## config.mk

```make
export PLATFORM = sky130hd
export DESIGN_NAME = segment_xlate
export DESIGN_NICKNAME = d
export VERILOG_FILES = /design/src/rtl/segment_xlate.sv
export SDC_FILE = /design/constraint.sdc
export NUM_CORES = 1
export LEC_CHECK = 0
export BUFFER_PORTS_ARGS = -buffer_cell sky130_fd_sc_hd__buf_2
export CAP_MARGIN = 20
export CORE_MARGIN = 5
export CORE_UTILIZATION = 47
export CTS_BUF_LIST = sky130_fd_sc_hd__clkbuf_4
export CTS_CLUSTER_DIAMETER = 50
export DETAILED_ROUTE_END_ITERATION = 8
export HOLD_SLACK_MARGIN = 0.12
export PLACE_DENSITY = 0.83
export SYNTH_ARGS = -nofsm -noshare
export SYNTH_HDL_FRONTEND = slang
export SYNTH_SLANG_ARGS = --single-unit
```

## constraint.sdc

```tcl
create_clock -name clk -period 1.4 [get_ports clk]
set_clock_uncertainty 0.05 [all_clocks]
set_input_delay 0.28 -clock clk [delete_from_list [all_inputs] [get_ports clk]]
set_output_delay 0.28 -clock clk [all_outputs]
set_load 0.01 [all_outputs]
```

## src/rtl/segment_xlate.sv

```systemverilog
module segment_xlate (
  input  logic        clk,
  input  logic        rst_n,
  input  logic        req_valid,
  input  logic [31:0] vaddr,
  input  logic        is_write,
  input  logic        user_mode,
  input  logic        err_level,
  output logic        tlb_req,
  output logic [31:0] tlb_vaddr,
  input  logic        tlb_hit,
  input  logic        tlb_valid,
  input  logic        tlb_dirty,
  input  logic [31:0] tlb_paddr,
  input  logic        seed_wr,
  input  logic [8:0]  seed_ctx_base,
  input  logic [7:0]  seed_asid,
  output logic        out_valid,
  output logic [31:0] paddr,
  output logic        perm_rd,
  output logic        perm_wr,
  output logic        fault,
  output logic [2:0]  exc_code,
  output logic        refill,
  output logic [31:0] bad_vaddr,
  output logic [31:0] context_reg,
  output logic [31:0] entry_hi
);

  localparam logic [2:0] EX_NONE   = 3'd0;
  localparam logic [2:0] EX_ADR_LD = 3'd1;
  localparam logic [2:0] EX_ADR_ST = 3'd2;
  localparam logic [2:0] EX_TLB_LD = 3'd3;
  localparam logic [2:0] EX_TLB_ST = 3'd4;
  localparam logic [2:0] EX_MODIFY = 3'd5;

  logic        addr_err, ident, direct, mapped;
  logic [31:0] n_paddr;
  logic        n_rd, n_wr, n_refill;
  logic [2:0]  n_exc;
  logic [8:0]  ctx_base;
  logic [18:0] vpn2;
  logic [7:0]  asid;

  assign addr_err = user_mode & vaddr[31];
  assign ident    = ~vaddr[31] & err_level;
  assign direct   = ~addr_err & vaddr[31] & ~vaddr[30];
  assign mapped   = ~addr_err & ((~vaddr[31] & ~err_level) | (vaddr[31] & vaddr[30]));

  assign tlb_req   = req_valid & mapped;
  assign tlb_vaddr = vaddr;

  always_comb begin
    n_paddr  = '0;
    n_rd     = 1'b0;
    n_wr     = 1'b0;
    n_refill = 1'b0;
    n_exc    = EX_NONE;
    if (addr_err) begin
      n_exc = is_write ? EX_ADR_ST : EX_ADR_LD;
    end else if (ident) begin
      n_paddr = vaddr;
      n_rd    = 1'b1;
      n_wr    = 1'b1;
    end else if (direct) begin
      n_paddr = {3'b000, vaddr[28:0]};
      n_rd    = 1'b1;
      n_wr    = 1'b1;
    end else if (!tlb_hit) begin
      n_exc    = is_write ? EX_TLB_ST : EX_TLB_LD;
      n_refill = 1'b1;
    end else if (!tlb_valid) begin
      n_exc = is_write ? EX_TLB_ST : EX_TLB_LD;
    end else if (is_write && !tlb_dirty) begin
      n_exc = EX_MODIFY;
    end else begin
      n_paddr = tlb_paddr;
      n_rd    = 1'b1;
      n_wr    = tlb_dirty;
    end
  end

  always_ff @(posedge clk) begin
    if (!rst_n) begin
      out_valid <= 1'b0;
      paddr     <= '0;
      perm_rd   <= 1'b0;
      perm_wr   <= 1'b0;
      fault     <= 1'b0;
      exc_code  <= EX_NONE;
      refill    <= 1'b0;
    end else begin
      out_valid <= req_valid;
      paddr     <= req_valid ? n_paddr : '0;
      perm_rd   <= req_valid & n_rd;
      perm_wr   <= req_valid & n_wr;
      fault     <= req_valid & (n_exc != EX_NONE);
      exc_code  <= req_valid ? n_exc : EX_NONE;
      refill    <= req_valid & n_refill;
    end
  end

  always_ff @(posedge clk) begin
    if (!rst_n) begin
      bad_vaddr <= '0;
      vpn2      <= '0;
      ctx_base  <= '0;
      asid      <= '0;
    end else begin
      if (req_valid && n_exc != EX_NONE) begin
        bad_vaddr <= vaddr;
        vpn2      <= vaddr[31:13];
      end
      if (seed_wr) begin
        ctx_base <= seed_ctx_base;
        asid     <= seed_asid;
      end
    end
  end

  assign context_reg = {ctx_base, vpn2, 4'b0000};
  assign entry_hi    = {vpn2, 5'b00000, asid};


  user_kernel_addr_chk: assert property (@(posedge clk) disable iff (!rst_n)
    (req_valid && user_mode && vaddr[31]) |-> !tlb_req);

  user_fault_code_chk: assert property (@(posedge clk) disable iff (!rst_n)
    (req_valid && user_mode && vaddr[31]) |=> (fault && !refill && (exc_code == 3'd1 || exc_code == 3'd2)));

  direct_no_tlb_chk: assert property (@(posedge clk) disable iff (!rst_n)
    (req_valid && !user_mode && vaddr[31:30] == 2'b10) |=> (!fault && perm_rd && perm_wr && paddr[31:29] == 3'b000));

  refill_kind_chk: assert property (@(posedge clk) disable iff (!rst_n)
    refill |-> (fault && (exc_code == 3'd3 || exc_code == 3'd4)));

  write_implies_read_chk: assert property (@(posedge clk) disable iff (!rst_n)
    perm_wr |-> perm_rd);

  bad_addr_capture_chk: assert property (@(posedge clk) disable iff (!rst_n)
    fault |-> bad_vaddr == $past(vaddr));

  context_vpn_chk: assert property (@(posedge clk) disable iff (!rst_n)
    fault |-> context_reg[22:4] == $past(vaddr[31:13]));

  entry_hi_vpn_chk: assert property (@(posedge clk) disable iff (!rst_n)
    fault |-> entry_hi[31:13] == $past(vaddr[31:13]));

  capture_hold_chk: assert property (@(posedge clk) disable iff (!rst_n)
    !fault |-> ($stable(bad_vaddr) && $stable(entry_hi[31:13])));

  fault_no_perm_chk: assert property (@(posedge clk) disable iff (!rst_n)
    fault |-> (!perm_rd && !perm_wr && paddr == 32'd0 && exc_code != 3'd0));

  latency_chk: assert property (@(posedge clk) disable iff (!rst_n)
    out_valid == $past(req_valid));

  seed_hold_chk: assert property (@(posedge clk) disable iff (!rst_n)
    !$past(seed_wr) |-> ($stable(entry_hi[7:0]) && $stable(context_reg[31:23])));

endmodule

```

; ---- Yosys cells after proc, flatten, opt, wreduce, memory -nomap -nowiden
; Cells that the tools add are included.
[word_totals]
register_bits = 108
[op_classes]
mux = 29
bitwise_logic = 19
n_reduce_logical = 6
[op_table]
columns = operator, count
row1 = two-way mux 32 bit, 5
row2 = two-way mux 3 bit, 7
row3 = two-way mux 1 bit, 16
row4 = bitwise AND 1 bit, 12
row5 = inverter 1 bit, 6
row6 = nonzero test 3 bit, 1
row7 = OR reduction 3 bit, 1
row8 = logical AND 1 bit, 2
row9 = two-way mux 2 bit, 1
row10 = AND reduction 2 bit, 1
row11 = logical NOT 1 bit, 1
row12 = bitwise OR 1 bit, 1

; ---- Depth between registers and ports, before layout
[depth]
ltp_word = 10
ltp_mapped = 7
depth_no_buf = 5

; ---- Least setup slack after synthesis
; No wires, ideal clock.
[synth_path]
kind = input-to-reg
from = input user_mode
to = register bad_vaddr[0]
arrival_ns = 1.161
required_time_ns = 1.216
setup_slack_ns = 0.055
cell_stages = 7
path_buffers = 3
path_cell_list = buf_6 -> nand2b_4 -> o21a_4 -> buf_6 -> buf_6 -> nand4_1 -> o211ai_1
[synth_between]
elab_chain_cells = 9
[synth_lines]
columns = item, line
row1 = "start, declared", 7  ; input logic user_mode,
row2 = bitwise AND 1 bit (*), 45  ; assign addr_err = user_mode & vaddr[31];
row3 = inverter 1 bit, 47  ; assign direct = ~addr_err & vaddr[31] & ~vaddr[30];
row4 = bitwise AND 1 bit (2 in a row), 47
row5 = two-way mux 3 bit, 65  ; end else if (direct) begin
row6 = two-way mux 3 bit, 61  ; end else if (ident) begin
row7 = two-way mux 3 bit (*), 59  ; if (addr_err) begin
row8 = nonzero test 3 bit (*), 110  ; if (req_valid && n_exc != EX_NONE) begin
row9 = logical AND 1 bit (*), 110
row10 = "end signal, assigned", 111  ; bad_vaddr <= vaddr;
row11 = "end, declared", 25  ; output logic [31:0] bad_vaddr,
; Mark *: on every way between the ends. The rest lies on a longest branch, timed or not.
; A chain may end at the register's enable or synchronous reset.

; ---- Worst setup path in the final report
[layout_path]
from = input rst_n
to = register paddr[31]
[layout_between]
elab_chain_cells = 2
[layout_lines]
columns = item, line
row1 = "start, declared", 3  ; input logic rst_n,
row2 = inverter 1 bit (no source line), n/a
row3 = OR reduction 3 bit (no source line), n/a
row4 = "end signal, assigned", 94  ; paddr <= req_valid ? n_paddr : '0;
row5 = "end, declared", 19  ; output logic [31:0] paddr,
; No other way between the ends.

==> results_dict.tcl <==
set metrics [dict create \
    firstDrtPassIters 7 \
    clk_latency_ns 0.43 \
    fin_tns_setup_ns -0.00526 \
    slew_headroom_pct 66.3 \
    synth.largest_area_cell "dfxtp_1" \
    final_design_area_no_fill_sq_mm 0.00690 \
    viasPerCell 5.68 \
    placed_cell_area_sq_mm 0.00593 \
    synth_area_leaders "dfxtp_1 (36%), buf_4 (13%), nand3_2 (5.7%), a41oi_1 (5.4%), a21oi_2 (5.0%)" \
    postSynthAreaPerCell_sq_um 9.03 \
    grt_pass1_vias 5582 \
    start_util_pct 47.8 \
    worst_pin_slew_ns 0.506 \
    ys_seq_elements 89 \
    p_leak_nw 3.09 \
    worst-setup-path-type "in -> reg" \
    grt_max_degree 42 \
    r2r_slack_ns 0.41 \
    setup_ws_ns -0.00526 \
    reg2reg_to "bad_vaddr[21]$_SDFFE_PN0P_" \
    min_path_type "in -> reg" \
    ys_async_sr_fraction_pct 0 \
    dp_cells 842 \
    cp_max_fo 5 \
    final_util_pct 67.4 \
    fp.dieH_microns 112 \
    synth_edf_count 0 \
    die_w_microns 112 \
    antenna_found_initial 0 \
    gp_congestion 0.863 \
    die_area_sq_mm 0.0126 \
    start_kind "primary input" \
    overflow 0 \
    syn_area_sq_mm 0.00489 \
    status "finished, violations left" \
    rsz0062_at_grt "true" \
    hpwl_mm 11.6 \
    cp.arrival_ns 1.69 \
    worstPathRequired_ns 1.69 \
    wl_per_cell_microns 19.4 \
    place_worst_setup_slack_ns -0.0757 \
    pin_count 260 \
    coreArea_sq_mm 0.0102 \
    netlist.area_leader.share_pct 36.4 \
    worst-path-buf-inv 3 \
    syn_inst 542 \
    finalPower_mw 5.85 \
    fin_cells 940 \
    portBuffers 250 \
    ant_nets 0 \
    grt_pass1_wl_mm 28.7 \
    worst_hold_slack_ns 0.159 \
    cts.sinks 89 \
    r2r_start "bad_vaddr[21]$_SDFFE_PN0P_" \
    cp_cell_sequence "dlygate4sd3_1 -> buf_2 -> nand2_2 -> clkinv_1 -> nand2_2 -> nor2_1 -> and3_1" \
    first_iter_violations 546 \
    drc_errors 0 \
    root_buffer "clkbuf_4" \
    num_vias 5339 \
    finalSetupViolCount 1 \
    yosysMostFrequentCell "dfxtp_1" \
    worst_hold_path.endpoint "exc_code[2]$_SDFF_PN0_" \
    endpoint_kind "register" \
    fin_nets 890 \
    track_usage_pct 27.8 \
    cts_max_path_buffers 2 \
    slowest_delay_ns 0.56 \
    htree_levels 3 \
    power.density_mw_per_mm2 848 \
    holdPathStages 3 \
    ys_seq_area_share_pct 36.4 \
    worstHoldStart "is_write" \
    hold_viol 0 \
    area_growth_pct 41.0 \
    drive_gt1_share_pct 48.4 \
    cp_slowest_cell "dlygate4sd3_1" \
    peakVddDrop_mv 0.497 \
    post-route-min-period_ns 1.41 \
    yosysWarningCount 0 \
    max-cap-violations 0 \
    cts_tree "done" \
    diodes 0 \
    row_count 37 \
    violations "setup timing" \
    slew_viol_final 0 \
    synthTopCellsByCount "dfxtp_1 (89), buf_4 (83), nand2_1 (35)" \
    drt-total-wl_mm 18.3 \
    crit_top_cell "nand2_2" \
    max_freq_mhz 712 \
    rr_worst_depth 3 \
    synthDistinctLibCells 39 \
    cts_buffers 9 \
    clk_pin_slew_ns 0.15 \
    synthFlopType "dfxtp_1" \
    critical-path-top-delay-family "buffers and inverters" \
    fin_crit_sh_pct 100 \
]
## cell usage in the layout, fill, tap and decap left out, types with 2 or more instances in the layout
master,netlist,routed
clkbuf_4,0,11
a41oi_1,30,30
nand2_2,2,2
dfxtp_2,0,18
buf_2,20,249
o22ai_1,3,2
clkinv_4,0,2
clkinv_1,1,2
nor2_1,23,23
dlygate4sd3_1,0,82
o211ai_1,30,30
a21oi_1,5,4
conb_1,1,9
inv_1,3,2
and3_1,2,2
nand3_1,32,32
a21oi_2,28,28
nand4_1,31,31
buf_12,0,14
a32oi_1,4,4
mux2i_1,17,17
buf_4,83,23
nor2b_1,31,31
nand2_1,35,35
dfxtp_1,89,71
nand3_2,28,28
## power by group
part | switching, mW | internal (mW) | total (mW)
Clock | 0.906 | 0.390 | 1.30
Sequential | 0.118 | 2.69 | 2.81
Combinational | 0.946 | 0.797 | 1.74
## worst max-delay path by stage
stage,cells after the start,end,slack [ns],startpoint
floorplan,7,bad_vaddr[0]$_SDFFE_PN0P_,0.06,user_mode
global placement,6,bad_vaddr[30]$_SDFFE_PN0P_,-0.02,tlb_dirty
detailed placement,6,bad_vaddr[30]$_SDFFE_PN0P_,-0.08,tlb_dirty
CTS,1,context_reg[12],0.01,bad_vaddr[21]$_SDFFE_PN0P_
global route,1,bad_vaddr[30],-0.002,bad_vaddr[30]$_SDFFE_PN0P_
finish,7,paddr[31]$_SDFF_PP0_,-0.005,rst_n
## registers in the layout (all words and copies together), names as in the netlist
register,flops
paddr,32
bad_vaddr,32
out_valid,1
perm_wr,1
perm_rd,1
exc_code,3
refill,1
asid,8
ctx_base,9
fault,1
## layout make-up
cell class,instances,area (sq um)
repair buffers,369,2530
flip-flops and latches,89,1800
clock buffers,10,75.1
inverters,4,15.0
clock inverters,6,42.5
well taps,136,170
fillers,748,3330
multi-input cells,326,2260
## worst register-to-register path: cells and delay by family (launching register included)
kind	cells	cell delay (ns)
flip-flops	1	0.37
AND/OR/NAND/NOR	1	0.13
AO/OA/AOI/OAI	2	0.33
## cells by family (layout without fill, tap and decap cells)
logic type	after synthesis	in the layout	share of synthesized area (%)
mux	17	17	3.48
compound gates	108	108	18.4
buf+inv	135	389	18.5
flops	89	89	36.4
simple gates	192	192	23.2
other cells	1	9	0.0766
## repair_timing
action,CTS,global route
gates resized for setup,3,19
pin swaps,0,1
hold buffers,82,0
buffers inserted,0,0
setup endpoints to repair,7,73
hold endpoints to repair,83,0
## routing by layer
metal / vias to the layer above / routed length [microns] / global-route usage (%)
met4: 0 / 584 / 15.0
met2: 392 / 9190 / 48.7
met5: - / 0 / 0
met3: 52 / 1770 / 6.63
li1: 2381 / - / -
met1: 2514 / 6710 / 31.3
No activity file was read; power rests on OpenSTA's default activity.
